File: src/rtl/modn_pkg.sv
package modn_pkg;

  localparam int DIG_W = 4;          // width of the low stage and of each decimal digit
  localparam int TOP_W = DIG_W - 1;  // width of the high-order digit

  typedef enum logic [2:0] {
    DIV2  = 3'd0,
    DIV4  = 3'd1,
    DIV5  = 3'd2,
    DIV8  = 3'd3,
    DIV10 = 3'd4
  } div_mode_e;

  // Largest value of the low stage, reached when it wraps on a borrow
  function automatic logic [DIG_W-1:0] low_wrap(input div_mode_e m);
    case (m)
      DIV2:    low_wrap = 4'd1;
      DIV4:    low_wrap = 4'd3;
      DIV5:    low_wrap = 4'd4;
      DIV8:    low_wrap = 4'd7;
      default: low_wrap = 4'd9;
    endcase
  endfunction

endpackage

File: src/rtl/modn_mode_dec.sv
module modn_mode_dec
  import modn_pkg::*;
(
  input  logic      sel_a,
  input  logic      sel_b,
  input  logic      sel_c,
  input  logic      le,
  output logic      parked,
  output div_mode_e mode,
  output logic      fixed_ratio,
  output logic      latch_en
);

  logic plain_ten;

  assign parked    = !sel_b && !sel_c;
  assign plain_ten = !sel_a && sel_b && !sel_c;

  always_comb begin
    case ({sel_a, sel_b, sel_c})
      3'b111:  mode = DIV2;
      3'b011:  mode = DIV4;
      3'b101:  mode = DIV5;
      3'b001:  mode = DIV8;
      default: mode = DIV10;
    endcase
  end

  assign fixed_ratio = plain_ten && !le;
  assign latch_en    = le && !plain_ten;

endmodule

File: src/rtl/modn_load_map.sv
module modn_load_map
  import modn_pkg::*;
#(
  parameter int NUM_DEC = 3,
  localparam int JAM_W  = DIG_W * (NUM_DEC + 1)
) (
  input  logic [JAM_W-1:0]              jam,
  input  div_mode_e                     mode,
  input  logic                          use_fixed,
  output logic [DIG_W-1:0]              low_ld,
  output logic [NUM_DEC-1:0][DIG_W-1:0] dec_ld,
  output logic [TOP_W-1:0]              top_ld
);

  localparam logic [DIG_W-1:0] FIXED_MSD = DIG_W'(10);

  // Split of the lowest jam nibble between the low stage and the high digit
  always_comb begin
    low_ld = '0;
    top_ld = '0;
    if (!use_fixed) begin
      case (mode)
        DIV2: begin
          low_ld = {3'b000, jam[0]};
          top_ld = jam[3:1];
        end
        DIV4: begin
          low_ld = {2'b00, jam[1:0]};
          top_ld = {1'b0, jam[3:2]};
        end
        DIV5, DIV8: begin
          low_ld = {1'b0, jam[2:0]};
          top_ld = {2'b00, jam[3]};
        end
        default: begin
          low_ld = jam[3:0];
          top_ld = '0;
        end
      endcase
    end
  end

  // Decimal digits: straight jam fields, or the fixed 10000 pattern
  for (genvar i = 0; i < NUM_DEC; i++) begin : g_dec_ld
    if (i == NUM_DEC - 1) begin : g_msd
      assign dec_ld[i] = use_fixed ? FIXED_MSD : jam[DIG_W*(i+1) +: DIG_W];
    end else begin : g_lsd
      assign dec_ld[i] = use_fixed ? '0 : jam[DIG_W*(i+1) +: DIG_W];
    end
  end

endmodule

File: src/rtl/modn_digit.sv
module modn_digit #(
  parameter int W = 4
) (
  input  logic         clk,
  input  logic         rst,
  input  logic         ld,
  input  logic [W-1:0] ld_val,
  input  logic         step,
  input  logic [W-1:0] wrap_val,
  output logic [W-1:0] val
);

  always_ff @(posedge clk) begin
    if (rst) begin
      val <= '0;
    end else if (ld) begin
      val <= ld_val;
    end else if (step) begin
      val <= (val == '0) ? wrap_val : val - W'(1);
    end
  end

endmodule

File: src/rtl/modn_divider.sv
module modn_divider
  import modn_pkg::*;
#(
  parameter int NUM_DEC = 3,
  localparam int JAM_W  = DIG_W * (NUM_DEC + 1)
) (
  input  logic             clk,
  input  logic             rst,
  input  logic [JAM_W-1:0] jam,
  input  logic             sel_a,
  input  logic             sel_b,
  input  logic             sel_c,
  input  logic             le,
  output logic             q_out
);

  localparam logic [DIG_W-1:0] DEC_WRAP = DIG_W'(9);
  localparam logic [TOP_W-1:0] TOP_WRAP = '1;

  logic      parked, fixed_ratio, latch_en;
  div_mode_e mode;

  logic                          armed_q;
  logic                          q_q;
  logic [DIG_W-1:0]              low_ld, low_val;
  logic [NUM_DEC-1:0][DIG_W-1:0] dec_ld, dec_val;
  logic [TOP_W-1:0]              top_ld, top_val;
  logic [NUM_DEC:0]              step_v;
  logic [NUM_DEC-1:0]            dec_zero;
  logic                          terminal, counting, load_now;

  modn_mode_dec mode_dec_i (
    .sel_a       (sel_a),
    .sel_b       (sel_b),
    .sel_c       (sel_c),
    .le          (le),
    .parked      (parked),
    .mode        (mode),
    .fixed_ratio (fixed_ratio),
    .latch_en    (latch_en)
  );

  // The fixed ratio replaces the jam word only on a terminal reload, never on arming
  modn_load_map #(.NUM_DEC(NUM_DEC)) load_map_i (
    .jam       (jam),
    .mode      (mode),
    .use_fixed (fixed_ratio && armed_q),
    .low_ld    (low_ld),
    .dec_ld    (dec_ld),
    .top_ld    (top_ld)
  );

  assign counting = !parked && armed_q;
  assign load_now = !parked && (!armed_q || terminal);

  // Low-order stage steps on every counting edge that is not a reload
  assign step_v[0] = counting && !terminal;

  modn_digit #(.W(DIG_W)) low_i (
    .clk      (clk),
    .rst      (rst),
    .ld       (load_now),
    .ld_val   (low_ld),
    .step     (step_v[0]),
    .wrap_val (low_wrap(mode)),
    .val      (low_val)
  );

  // Borrow ripples upward through the decimal digits
  for (genvar i = 0; i < NUM_DEC; i++) begin : g_dec
    logic below_zero;
    if (i == 0) begin : g_first
      assign below_zero = (low_val == '0);
    end else begin : g_next
      assign below_zero = dec_zero[i-1];
    end
    assign step_v[i+1] = step_v[i] && below_zero;
    assign dec_zero[i] = (dec_val[i] == '0);

    modn_digit #(.W(DIG_W)) dec_i (
      .clk      (clk),
      .rst      (rst),
      .ld       (load_now),
      .ld_val   (dec_ld[i]),
      .step     (step_v[i+1]),
      .wrap_val (DEC_WRAP),
      .val      (dec_val[i])
    );
  end

  modn_digit #(.W(TOP_W)) top_i (
    .clk      (clk),
    .rst      (rst),
    .ld       (load_now),
    .ld_val   (top_ld),
    .step     (step_v[NUM_DEC] && dec_zero[NUM_DEC-1]),
    .wrap_val (TOP_WRAP),
    .val      (top_val)
  );

  // Last state of a cycle: composite value one
  assign terminal = (low_val == DIG_W'(1)) && (&dec_zero) && (top_val == '0);

  always_ff @(posedge clk) begin
    if (rst) begin
      armed_q <= 1'b0;
      q_q     <= 1'b0;
    end else begin
      armed_q <= !parked;
      q_q     <= (counting && terminal) || (q_q && latch_en);
    end
  end

  assign q_out = q_q;

endmodule

File: config.mk
export PLATFORM = sky130hd
export DESIGN_NAME = modn_divider
export DESIGN_NICKNAME = d
export VERILOG_FILES = /design/src/rtl/modn_pkg.sv /design/src/rtl/modn_mode_dec.sv /design/src/rtl/modn_load_map.sv /design/src/rtl/modn_digit.sv /design/src/rtl/modn_divider.sv
export SDC_FILE = /design/constraint.sdc
export NUM_CORES = 1
export LEC_CHECK = 0
export BUFFER_PORTS_ARGS = -buffer_cell sky130_fd_sc_hd__buf_4
export CAP_MARGIN = 20
export CELL_PAD_IN_SITES_DETAIL_PLACEMENT = 1
export CELL_PAD_IN_SITES_GLOBAL_PLACEMENT = 2
export CORE_ASPECT_RATIO = 0.5
export CORE_MARGIN = 1
export CORE_UTILIZATION = 29
export CTS_CLUSTER_SIZE = 14
export DETAILED_ROUTE_END_ITERATION = 10
export PLACE_DENSITY_LB_ADDON = 0.1
export REMOVE_ABC_BUFFERS = 1
export SKIP_CTS_REPAIR_TIMING = 1
export SLEW_MARGIN = 30
export SYNTH_ARGS = -nofsm -noshare
export SYNTH_HDL_FRONTEND = slang
export SYNTH_SLANG_ARGS = --single-unit
File: constraint.sdc
create_clock -name clk -period 2.75 [get_ports clk]
set_clock_uncertainty 0.2 [all_clocks]
set_input_delay 0.4125 -clock clk [delete_from_list [all_inputs] [get_ports clk]]
set_output_delay 0.4125 -clock clk [all_outputs]
set_load 0.02 [all_outputs]
* Word-level counts from Yosys, hierarchy flattened
Cells that the tools add are included.
** Operators by class
- $add $sub $neg :: 5
- Multipliers :: 0
- Div/mod/pow operators :: 0
- $lt $le $gt $ge :: 0
- Equality and inequality tests :: 8
- Shifts and indexed selects :: 0
- Multiplexer cells :: 24
- Bitwise gates (word level) :: 0
- Reductions and logical operators :: 40
** Operators with widths (count)
- 2-to-1 mux 4 bit :: 16
- logical AND 1 bit :: 17
- logical NOT 4 bit :: 4
- case mux 4 bit (4 select lines) :: 1
- subtractor 4 x 1 -> 4 bit, second input constant :: 4
- 2-to-1 mux 3 bit :: 4
- case mux 3 bit (4 select lines) :: 1
- case mux 4 bit (3 select lines) :: 1
- nonzero test 2 bit :: 5
- equality test 3 x 2 -> 1 bit, second input constant :: 3
- case mux 3 bit (3 select lines) :: 1
- logical NOT 1 bit :: 8
- equality test 3 x 1 -> 1 bit, second input constant :: 2
- equality test 3 bit, second input constant :: 2
- logical NOT 3 bit :: 2
- equality test 4 x 1 -> 1 bit, second input constant :: 1
- AND reduction 3 bit :: 1
- subtractor 3 x 1 -> 3 bit, second input constant :: 1
- logical OR 1 bit :: 2
- OR reduction 2 bit :: 1
** Word-level totals
- Register bits after elaboration :: 21
- Bits in latches :: 0
- Bits in writable memories :: 0
- ROM bits :: 0
- Bits of input ports :: 22
- Output and inout bits :: 1
- Word-level logic and storage cells :: 84
- Memories kept :: 0

* Longest topological paths before layout
Gate-level depths: netlist of the first run.
- Depth in word-level cells :: 12
- Depth in mapped cells :: 9
- Gate-level depth less buffers :: 8

* Hierarchy
Synthesis of the first run repeated with hierarchy kept, for this count alone.
** Second synthesis, totals
- Cells, all modules :: 224
- Area, all modules :: 1794.2 sq um
** Modules (own cells, without submodules)
- modn_digit (g_dec[0].dec_i ...) :: instances 4, cells an instance 34, area an instance 287.8 sq um, sequential area each 80.1 sq um
- modn_divider :: instances 1, cells an instance 28, area an instance 220.2 sq um, sequential area each 40.0 sq um
- modn_digit (top_i) :: instances 1, cells an instance 25, area an instance 200.2 sq um, sequential area each 60.1 sq um
- modn_load_map :: instances 1, cells an instance 28, area an instance 181.4 sq um, sequential area each 0.0 sq um
- modn_mode_dec :: instances 1, cells an instance 7, area an instance 41.3 sq um, sequential area each 0.0 sq um

* Worst setup path before layout of the first run
No wires, ideal clock.
- Kind :: reg2reg
- Start :: register low_i.val[0]
- End :: register g_dec[2].dec_i.val[1]
- Setup time :: 0.091 ns
- Arrival :: 2.377 ns
- Required time :: 2.459 ns
- Path slack :: 0.082 ns
- Stages on the path, launching flop included :: 9
- Path buffers :: 2
- Clock period less this slack :: 2.668 ns
- Path through :: dfxtp_1 -> inv_1 -> ha_1 -> or3b_1 -> clkbuf_1 -> or4_1 -> buf_2 -> or4_1 -> a311oi_1
** Between the ends
- Word-level cells in the longest chain between the ends :: 9
- Elaborated cells on any way between the ends :: 13
- Those cells by class :: 1 x eq/ne; 1 x mux; 11 x reduce/logical
** Ends and longest elaborated chain
- from (decl) :: line modn_digit.sv:10 : output logic [W-1:0] val
- from (signal assigned) :: line modn_digit.sv:17 : val <= ld_val;
- from (signal assigned) :: line modn_digit.sv:19 : val <= (val == '0) ? wrap_val : val - W'(1);
- equality test 4 x 1 -> 1 bit :: line modn_divider.sv:102 : assign terminal = (low_val == DIG_W'(1)) && (&dec_zero) && (top_val == '0);
- logical AND 1 bit (2 in a row) :: line modn_divider.sv:102
- logical NOT 1 bit :: line modn_divider.sv:57 : assign step_v[0] = counting && !terminal;
- logical AND 1 bit :: line modn_divider.sv:57
- logical AND 1 bit (3 in a row) :: line modn_divider.sv:77 : assign step_v[i+1] = step_v[i] && below_zero;
- nonzero test 2 bit (no line)
- to (signal assigned) :: line modn_digit.sv:17
- to (signal assigned) :: line modn_digit.sv:19
- to (decl) :: line modn_digit.sv:10
Several ways; a longest one is shown, not always the timed one.
A chain may end at the register's enable or synchronous reset.

* Worst setup path in the final report of the first run
Ends and elaborated chain as after synthesis.

==> results of run 1 <==
## worst register-to-register path: cells and delay by family, from the launching register on
family	cells	cell delay (ns)
AND/OR/NAND/NOR	3	1.44
flip-flops	1	0.36
AO/OA/AOI/OAI	1	0.28
adder cells (fa/ha/maj)	1	0.16
buffers and inverters	1	0.10
## state kept, by name (all words and copies together), names as in the netlist
register and count:
low_i.val 4, top_i.val 3, armed_q 1, q_out 1
g_dec.dec_i.val 12
## worst min path at each step
stage                                         start                                 end  slack [ns]  cells past startpoint
after detailed placement  top_i.val[1]$_SDFFE_PP0P_           top_i.val[1]$_SDFFE_PP0P_        0.32                      1
after global routing                        jam[10]  g_dec[1].dec_i.val[2]$_SDFFE_PP0P_        0.14                      3
after CTS                                   jam[10]  g_dec[1].dec_i.val[2]$_SDFFE_PP0P_        0.13                      3
final                                       jam[10]  g_dec[1].dec_i.val[2]$_SDFFE_PP0P_        0.14                      3
after global placement    top_i.val[1]$_SDFFE_PP0P_           top_i.val[1]$_SDFFE_PP0P_        0.31                      1
after floorplan           low_i.val[0]$_SDFFE_PP0P_           low_i.val[0]$_SDFFE_PP0P_        0.28                      2
## power by group through the flow
stage | clock network, mW | logic, mW | registers (mW)
3_5_place_dp | 0 | 0.279 | 0.365
6_report | 0.212 | 0.285 | 0.360
5_1_grt | 0.236 | 0.315 | 0.364
2_1_floorplan | 0 | 0.158 | 0.365
3_3_place_gp | 0 | 0.277 | 0.365
4_1_cts | 0.223 | 0.281 | 0.358
## cell usage in the layout (no fill, tap or decap), types with 3 or more instances in the layout
master	n
nor3b_1	3
o21ai_0	5
nor3_1	12
clkbuf_8	3
buf_4	38
or4_1	3
nand3_1	9
nor2_1	13
ha_1	4
nor4_1	4
or4_4	3
mux2_2	3
inv_1	9
a21oi_1	11
a22o_1	4
dfxtp_1	21
a211oi_1	5
nand2_1	6
a31oi_1	5
## layer usage
layer  track usage (%)  wire, um  vias up
met1              31.1      2660      740
met2              28.3      1830       31
met4              2.90        17        0
li1                  -         -      745
met5                 0         0        -
met3              3.63       227        4
## layout make-up
type                    instances  area [um^2]
flip-flops and latches         21          420
multi-input cells             135          950
inverters                       9         33.8
repair buffers                 38          285
fillers                       573         2740
clock buffers                   4         45.0
well taps                      66         82.6
## per-stage QoR
step                      hold WS, ns  std cells  cell area, um^2  worst slack, ns  util (%)
after floorplan                 0.278        165             1390            0.146         -
after global placement          0.311        269             1760            0.165      38.6
after detailed placement        0.315        269             1760           0.0820      38.6
after CTS                       0.133        273             1800           0.0572      39.6
after global routing            0.140        273             1820          0.00688      39.9
final                           0.140        273             1820            0.124      39.9
## kinds of logic after synthesis
family	after synthesis	share of synthesized area, %
flops	21	29.5
compound gates	50	26.4
simple gates	73	30.0
mux	5	3.78
xor+xnor	3	1.84
buf+inv	18	4.92
fa+ha+maj	4	3.51
==> run summary, run 1 <==
YS warnings - 0
clock sink count - 21
detailed placer's ending HPWL - 3.62 mm
crit path from - low_i.val[0]$_SDFFE_PP0P_
number of synthesized flops with an enable pin - 0
R2R Path Start - low_i.val[0]$_SDFFE_PP0P_
flop2flop setup slack - 0.12 ns
antenna cells - 0
Max-Cap Viols - 0
Placeable Area - 4550 um^2
Setup Total Neg Slack - 0 ns
largest area contributor in the netlist - dfxtp_1
Area growth, synth to finish - 27.5%
CP Cell Sequence - inv_1 -> ha_1 -> or3b_1 -> or4_4 -> or4_1 -> a311oi_1
min-delay worst type - input port to flip-flop
Mapped Cells - 174
num ports - 23
CTS Buf Count - 3
combinational power share - 33.3%
Site Rows - 17
chip height - 51.6 um
syn avg cell area - 8.19 um^2
largest net degree at the start of global routing - 17
crit start category - flip-flop
CP Class - flip-flop to flip-flop
vias in the first global route - 1498
share of layout cells above drive strength 1 - 28.0%
sequential cell area fraction in the yosys report - 29.5%
status - completed
slowest stage cell, crit path - or4_4
chip width - 101 um
Final Hold Fails - 0
most frequent cell after synthesis - dfxtp_1
Synth Cell Area - 1430 um^2
clk slew on worst S/H paths - 0.08 ns
average routed wire per standard cell - 17.3 um
Pint - 569 uW
All-Layer GR Usage - 19.9%
Sw Pwr - 288 uW
ANT nets after route - 0
DR iter-0 viols - 67
P_leak - 0.705 nW
Synth Register Bits - 21
crit-path max cell delay - 0.55 ns
Placer Congestion - 0.796
grt total ovfl - 0
CP top delay family - simple AND/OR/NAND/NOR gates
clk_lat worst skew - 0.27 ns
CTS Root Cell - clkbuf_8
max-slew violations - 0
Critical path buffers and inverters - 1
clock share of power - 24.8%
detailed-route DRC error count - 0
RSZ-0062 raised after global routing - no
ranking of synthesized cells by area - dfxtp_1, nor3_1, a21oi_1, ha_1, nor2_1
Initial Util - 31.3%
critical path endpoint - g_dec[2].dec_i.val[1]$_SDFFE_PP0P_
most frequent cells after synthesis - dfxtp_1, nor2_1, nor3_1
Seq pwr share - 42.0%
Slew @ Worst Pin - 0.649 ns
initial antenna violation count - 0
CP arrival - 2.60 ns
Cell variety after synth - 53
Synth top area share - 29.5%
first-pass GRT wire length - 7.80 mm
CTS tree - built
Port-buffer cells - 22
Achievable Freq - 381 MHz
Nets - 234
Tcrit/Tclk final - 95.5%
DIE AREA - 5220 um^2
Via density - 5.57
critical path fanouts, max - 7
Max Root-Sink Buffers - 2
CTS H-tree depth - 1
Via Count - 1520
WP data required - 2.72 ns
fin crit period - 2.63 ns
Worst R2R Path Depth - 6
Pre-antenna DRT Iters - 4
final WL - 4.73 mm
CP endpoint kind - flip-flop
Levels on crit path - 6
Max VDD drop - 0.000184 V
Post-synth top flop - dfxtp_1
Slew Limit Headroom - 56.6%
reg-to-reg endpoint - g_dec[2].dec_i.val[1]$_SDFFE_PP0P_
Async SR Flop Fraction - 0%
Tot Pwr - 857 uW
setup violation total in the final timing report - 0
Power per Cell Area - 472 nW/um^2
Sw Share - 33.6%
No activity file was read; power rests on OpenSTA's default activity.
==> run 2: changes to the inputs <==
--- a/config.mk
+++ b/config.mk
@@ -10,7 +10,7 @@
 export CELL_PAD_IN_SITES_DETAIL_PLACEMENT = 1
 export CELL_PAD_IN_SITES_GLOBAL_PLACEMENT = 2
 export CORE_ASPECT_RATIO = 0.5
-export CORE_MARGIN = 1
+export CORE_MARGIN = 5
 export CORE_UTILIZATION = 29
 export CTS_CLUSTER_SIZE = 14
 export DETAILED_ROUTE_END_ITERATION = 10
@@ -21,3 +21,4 @@
 export SYNTH_ARGS = -nofsm -noshare
 export SYNTH_HDL_FRONTEND = slang
 export SYNTH_SLANG_ARGS = --single-unit
+export TNS_END_PERCENT = 30
==> run 2 against run 1 <==
  * Hold slack better by 0.0065 ns
  * Clock-buffer cell count stayed put
  * Highest routed layer unchanged
  * Cell count is 4.0% higher
  * Largest cell class unchanged
  * Critical path type unchanged
==> run summary, run 2 (synthesis gave the netlist of run 1 again) <==
status - completed
DIE AREA - 6500 um^2
Max VDD drop - 0.000164 V
initial antenna violation count - 0
Pre-antenna DRT Iters - 4
Pint - 579 uW
Biggest register - g_dec.dec_i.val
share of layout cells above drive strength 1 - 29.9%
combinational power share - 34.1%
Max-Cap Viols - 0
Via Count - 1516
P_leak - 0.741 nW
Sw Share - 33.6%
average routed wire per standard cell - 16.9 um
Largest regs - g_dec.dec_i.val (12), low_i.val (4), top_i.val (3)
post-route setup slack - 0.103 ns
Sw Pwr - 293 uW
CP endpoint kind - flip-flop
num ports - 23
R2R Path Start - g_dec[0].dec_i.val[0]$_SDFFE_PP0P_
CTS Root Cell - clkbuf_8
hold slack - 0.147 ns
min-delay worst type - input port to flip-flop
WP data required - 2.77 ns
clock sink count - 21
All-Layer GR Usage - 15.7%
grt total ovfl - 0
Setup WS pre-CTS - 0.105 ns
largest net degree at the start of global routing - 17
Initial Util - 29.4%
CP Class - flip-flop to flip-flop
Slew @ Worst Pin - 0.611 ns
hold path depth - 3
fin crit period - 2.65 ns
CTS tree - built
fin area - 1860 um^2
antenna cells - 0
vias in the first global route - 1448
chip height - 59.6 um
crit start category - flip-flop
Site Rows - 18
Tcrit/Tclk final - 96.2%
Setup Total Neg Slack - 0 ns
max FFs per register - 12
commonest non-fill, non-tap cell in the layout - buf_4
critical path fanouts, max - 6
RSZ-0062 raised after global routing - no
Worst R2R Path Depth - 5
chip width - 109 um
final WL - 4.81 mm
Hold Path Origin - jam[10]
Max Root-Sink Buffers - 2
Hold Path End - g_dec[1].dec_i.val[2]$_SDFFE_PP0P_
clock share of power - 25.2%
Port-buffer cells - 22
first-pass GRT wire length - 7.73 mm
Placeable Area - 4840 um^2
CTS H-tree depth - 1
clk_lat worst skew - 0.27 ns
CP arrival - 2.67 ns
Fillers - 592
flop2flop setup slack - 0.10 ns
Placer Congestion - 0.774
Seq pwr share - 40.7%
Slew Limit Headroom - 58.2%
Post-DP Area - 1810 um^2
detailed placer's ending HPWL - 3.73 mm
Final Hold Fails - 0
Final Util - 38.5%
Nets - 241
Area growth, synth to finish - 30.7%
clk slew on worst S/H paths - 0.09 ns
CTS Buf Count - 3
reg-to-reg endpoint - top_i.val[0]$_SDFFE_PP0P_
Power per Cell Area - 468 nW/um^2
Achievable Freq - 378 MHz
ANT nets after route - 0
detailed-route DRC error count - 0
DR iter-0 viols - 39
Via density - 5.34
max-slew violations - 0
commonest non-fill, non-tap cells in the layout - buf_4, dfxtp_1, nor2_1, nor3_1, a21oi_1
setup violation total in the final timing report - 0
## run 2: cell count changes in the layout (fill, tap and decap cells not counted), sizes merged
cell and change:
buf +7
## run 2: worst max-delay path by stage
stage                     slack, ns                          startpoint                                 end
after global routing           0.03           low_i.val[0]$_SDFFE_PP0P_           top_i.val[2]$_SDFFE_PP0P_
after global placement         0.15  g_dec[0].dec_i.val[0]$_SDFFE_PP0P_           top_i.val[0]$_SDFFE_PP0P_
after CTS                      0.09           low_i.val[0]$_SDFFE_PP0P_           top_i.val[1]$_SDFFE_PP0P_
after detailed placement       0.10           low_i.val[0]$_SDFFE_PP0P_  g_dec[2].dec_i.val[1]$_SDFFE_PP0P_
final                          0.10  g_dec[0].dec_i.val[0]$_SDFFE_PP0P_           top_i.val[0]$_SDFFE_PP0P_
after floorplan                0.15           low_i.val[0]$_SDFFE_PP0P_  g_dec[2].dec_i.val[1]$_SDFFE_PP0P_
## run 2: routing by layer
metal | global-route usage [%] | vias up | routed length [um]
met2 | 23.3 | 27 | 1960
met1 | 23.2 | 726 | 2510
met5 | 0 | - | 0
li1 | - | 761 | -
met3 | 4.24 | 2 | 311
met4 | 1.62 | 0 | 17
## run 2: final cells by class
class,count,area (um^2),area share (%)
clock buffers,4,45.0,2.42
inverters,9,33.8,1.81
multi-input cells,135,938,50.4
flip-flops and latches,21,420,22.6
well taps,70,87.6,4.70
repair buffers,45,338,18.1
## run 2: power groups by stage
stage	clock network, mW	registers, mW	logic [mW]
after global placement	0	0.362	0.295
after detailed placement	0	0.361	0.296
after CTS	0.227	0.355	0.298
final	0.219	0.355	0.297
after floorplan	0	0.365	0.158
after global routing	0.238	0.359	0.330
## run 2: per-stage QoR
step           total power [mW]  std cells
2_1_floorplan             0.523        165
3_3_place_gp              0.657        280
3_5_place_dp              0.657        280
4_1_cts                   0.880        284
5_1_grt                   0.927        284
6_report                  0.871        284
## run 2: critical path, cell delays in order (launching register included)
cell and delay [ns]:
dfxtp_1 0.32, or4_4 0.58, o41a_1 0.58, a2111oi_0 0.54
buf_4 0.21, o221a_2 0.17
==> run 3: changes to the inputs <==
--- a/config.mk
+++ b/config.mk
@@ -11,7 +11,7 @@
 export CELL_PAD_IN_SITES_GLOBAL_PLACEMENT = 2
 export CORE_ASPECT_RATIO = 0.5
 export CORE_MARGIN = 5
-export CORE_UTILIZATION = 29
+export CORE_UTILIZATION = 33
 export CTS_CLUSTER_SIZE = 14
 export DETAILED_ROUTE_END_ITERATION = 10
 export PLACE_DENSITY_LB_ADDON = 0.1
==> constraint.sdc (replaced) <==
create_clock -name clk -period 2.8 [get_ports clk]
set_clock_uncertainty 0.2 [all_clocks]
set_input_delay 0.42 -clock clk [delete_from_list [all_inputs] [get_ports clk]]
set_output_delay 0.42 -clock clk [all_outputs]
set_load 0.02 [all_outputs]
==> run 3 against run 2 <==
  * Wire length is 3.7% lower
  * Critical path depth is 1 higher
  * Maximum frequency is 0.98% lower
  * Design area is 4.1% lower
  * Clock-buffer cell count stayed put
  * Sequential power hardly changed
  * Core utilization is 5.9 points higher
  * First-iteration DRC count is 120% higher
  * Combinational power is 7.7% lower
  * Cell count is 8.8% lower
  * Critical endpoint is now g_dec[2].dec_i.val[1]$_SDFFE_PP0P_
  * Largest cell class unchanged
==> run summary, run 3 (synthesis gave the netlist of run 1 again) <==
status - completed
CTS tree - built
crit start category - flip-flop
fin cells - 259
CP arrival - 2.65 ns
chip height - 56.5 um
Via Count - 1529
Placer Congestion - 0.855
Tcrit/Tclk final - 95.5%
detailed placer's ending HPWL - 3.54 mm
Max-Cap Viols - 0
Via density - 5.90
max FFs per register - 12
Achievable Freq - 374 MHz
Final Hold Fails - 0
Nets - 232
antenna cells - 0
largest net degree at the start of global routing - 17
chip width - 103 um
flop2flop setup slack - 0.13 ns
commonest non-fill, non-tap cells in the layout - buf_4, dfxtp_1, nor2_1, nor3_1, a21oi_1
initial antenna violation count - 0
DR iter-0 viols - 84
placed cell count - 255
hold slack - 0.152 ns
Power per Cell Area - 470 nW/um^2
DIE AREA - 5810 um^2
commonest non-fill, non-tap cell in the layout - buf_4
CTS Buf Count - 3
CTS H-tree depth - 1
average routed wire per standard cell - 17.9 um
num ports - 23
min-delay worst type - input port to flip-flop
RSZ-0062 raised after global routing - no
Largest regs - g_dec.dec_i.val (12), low_i.val (4), top_i.val (3)
P_leak - 0.695 nW
share of layout cells above drive strength 1 - 27.3%
setup violation total in the final timing report - 0
All-Layer GR Usage - 17.1%
Max VDD drop - 0.000183 V
CP endpoint kind - flip-flop
Biggest register - g_dec.dec_i.val
detailed-route DRC error count - 0
Slew @ Worst Pin - 0.594 ns
CP Class - flip-flop to flip-flop
critical path fanouts, max - 7
fin crit period - 2.67 ns
Area growth, synth to finish - 25.4%
grt total ovfl - 0
first-pass GRT wire length - 7.80 mm
Setup Total Neg Slack - 0 ns
Tot Pwr - 839 uW
Slew Limit Headroom - 60.2%
Initial Util - 35.4%
clk slew on worst S/H paths - 0.09 ns
vias in the first global route - 1522
Max Root-Sink Buffers - 2
clk_lat worst skew - 0.27 ns
CTS Root Cell - clkbuf_8
Port-buffer cells - 22
max-slew violations - 0
ANT nets after route - 0
Pre-antenna DRT Iters - 5
clock sink count - 21
WP data required - 2.78 ns
Placeable Area - 4020 um^2
Site Rows - 16
final WL - 4.63 mm
-- run 3: cell types whose count changed in the layout (fill, tap and decap cells not counted) --
| cell | previous run | this run |
|---|---|---|
| buf_4 | 45 | 36 |
| nand2_1 | 7 | 6 |
| nand2_2 | 0 | 1 |
| nor4_2 | 1 | 0 |
| nor4_4 | 0 | 1 |
-- run 3: through the flow --
step           cell area [um^2]  utilization (%)  worst slack, ns
2_1_floorplan              1390                -            0.196
3_3_place_gp               1730             42.9            0.161
3_5_place_dp               1730             42.9           0.0761
4_1_cts                    1770             44.0           0.0607
5_1_grt                    1790             44.4           0.0181
6_report                   1790             44.4            0.127
-- run 3: path summary, 6_finish.rpt --
kind | startpoint | end | depth (start not counted)
worst max-delay path | low_i.val[1]$_SDFFE_PP0P_ | g_dec[2].dec_i.val[1]$_SDFFE_PP0P_ | 6
worst min register to register | q_out$_SDFF_PP0_ | q_out$_SDFF_PP0_ | 2
worst min-delay path | jam[10] | g_dec[1].dec_i.val[2]$_SDFFE_PP0P_ | 3
worst max register to register | low_i.val[1]$_SDFFE_PP0P_ | g_dec[2].dec_i.val[1]$_SDFFE_PP0P_ | 6
-- run 3: routing by layer --
metal  vias to the layer above  routed length (um)  global-route usage (%)  share of wire [%]
li1                        736                   -                       -                  -
met1                       750                2470                    25.8                 53
met2                        37                1860                    24.2                 40
met3                         6                 237                    4.45                5.1
met4                         0                  59                    3.32                1.3
met5                         -                   0                       0                  0
-- run 3: layout make-up --
class | count | area [um^2]
Fill cell | 494 | 2240
Multi-Input combinational cell | 135 | 950
Sequential cell | 21 | 420
Timing Repair Buffer | 36 | 270
Tap cell | 54 | 67.6
Clock buffer | 4 | 45.0
Inverter | 9 | 33.8
-- run 3: power by group --
group	switching [mW]	leakage (nW)	internal (mW)	total [mW]
clock network	0.109	0.0228	0.102	0.210
logic	0.143	0.499	0.130	0.274
registers	0.0304	0.174	0.325	0.355
-- run 3: critical path, cell delays in order (launching register included) --
cell and delay (ns):
dfxtp_1 0.36, inv_1 0.10, ha_1 0.22, or3b_1 0.40, or4_4 0.56, or4_1 0.48, a311oi_1 0.27
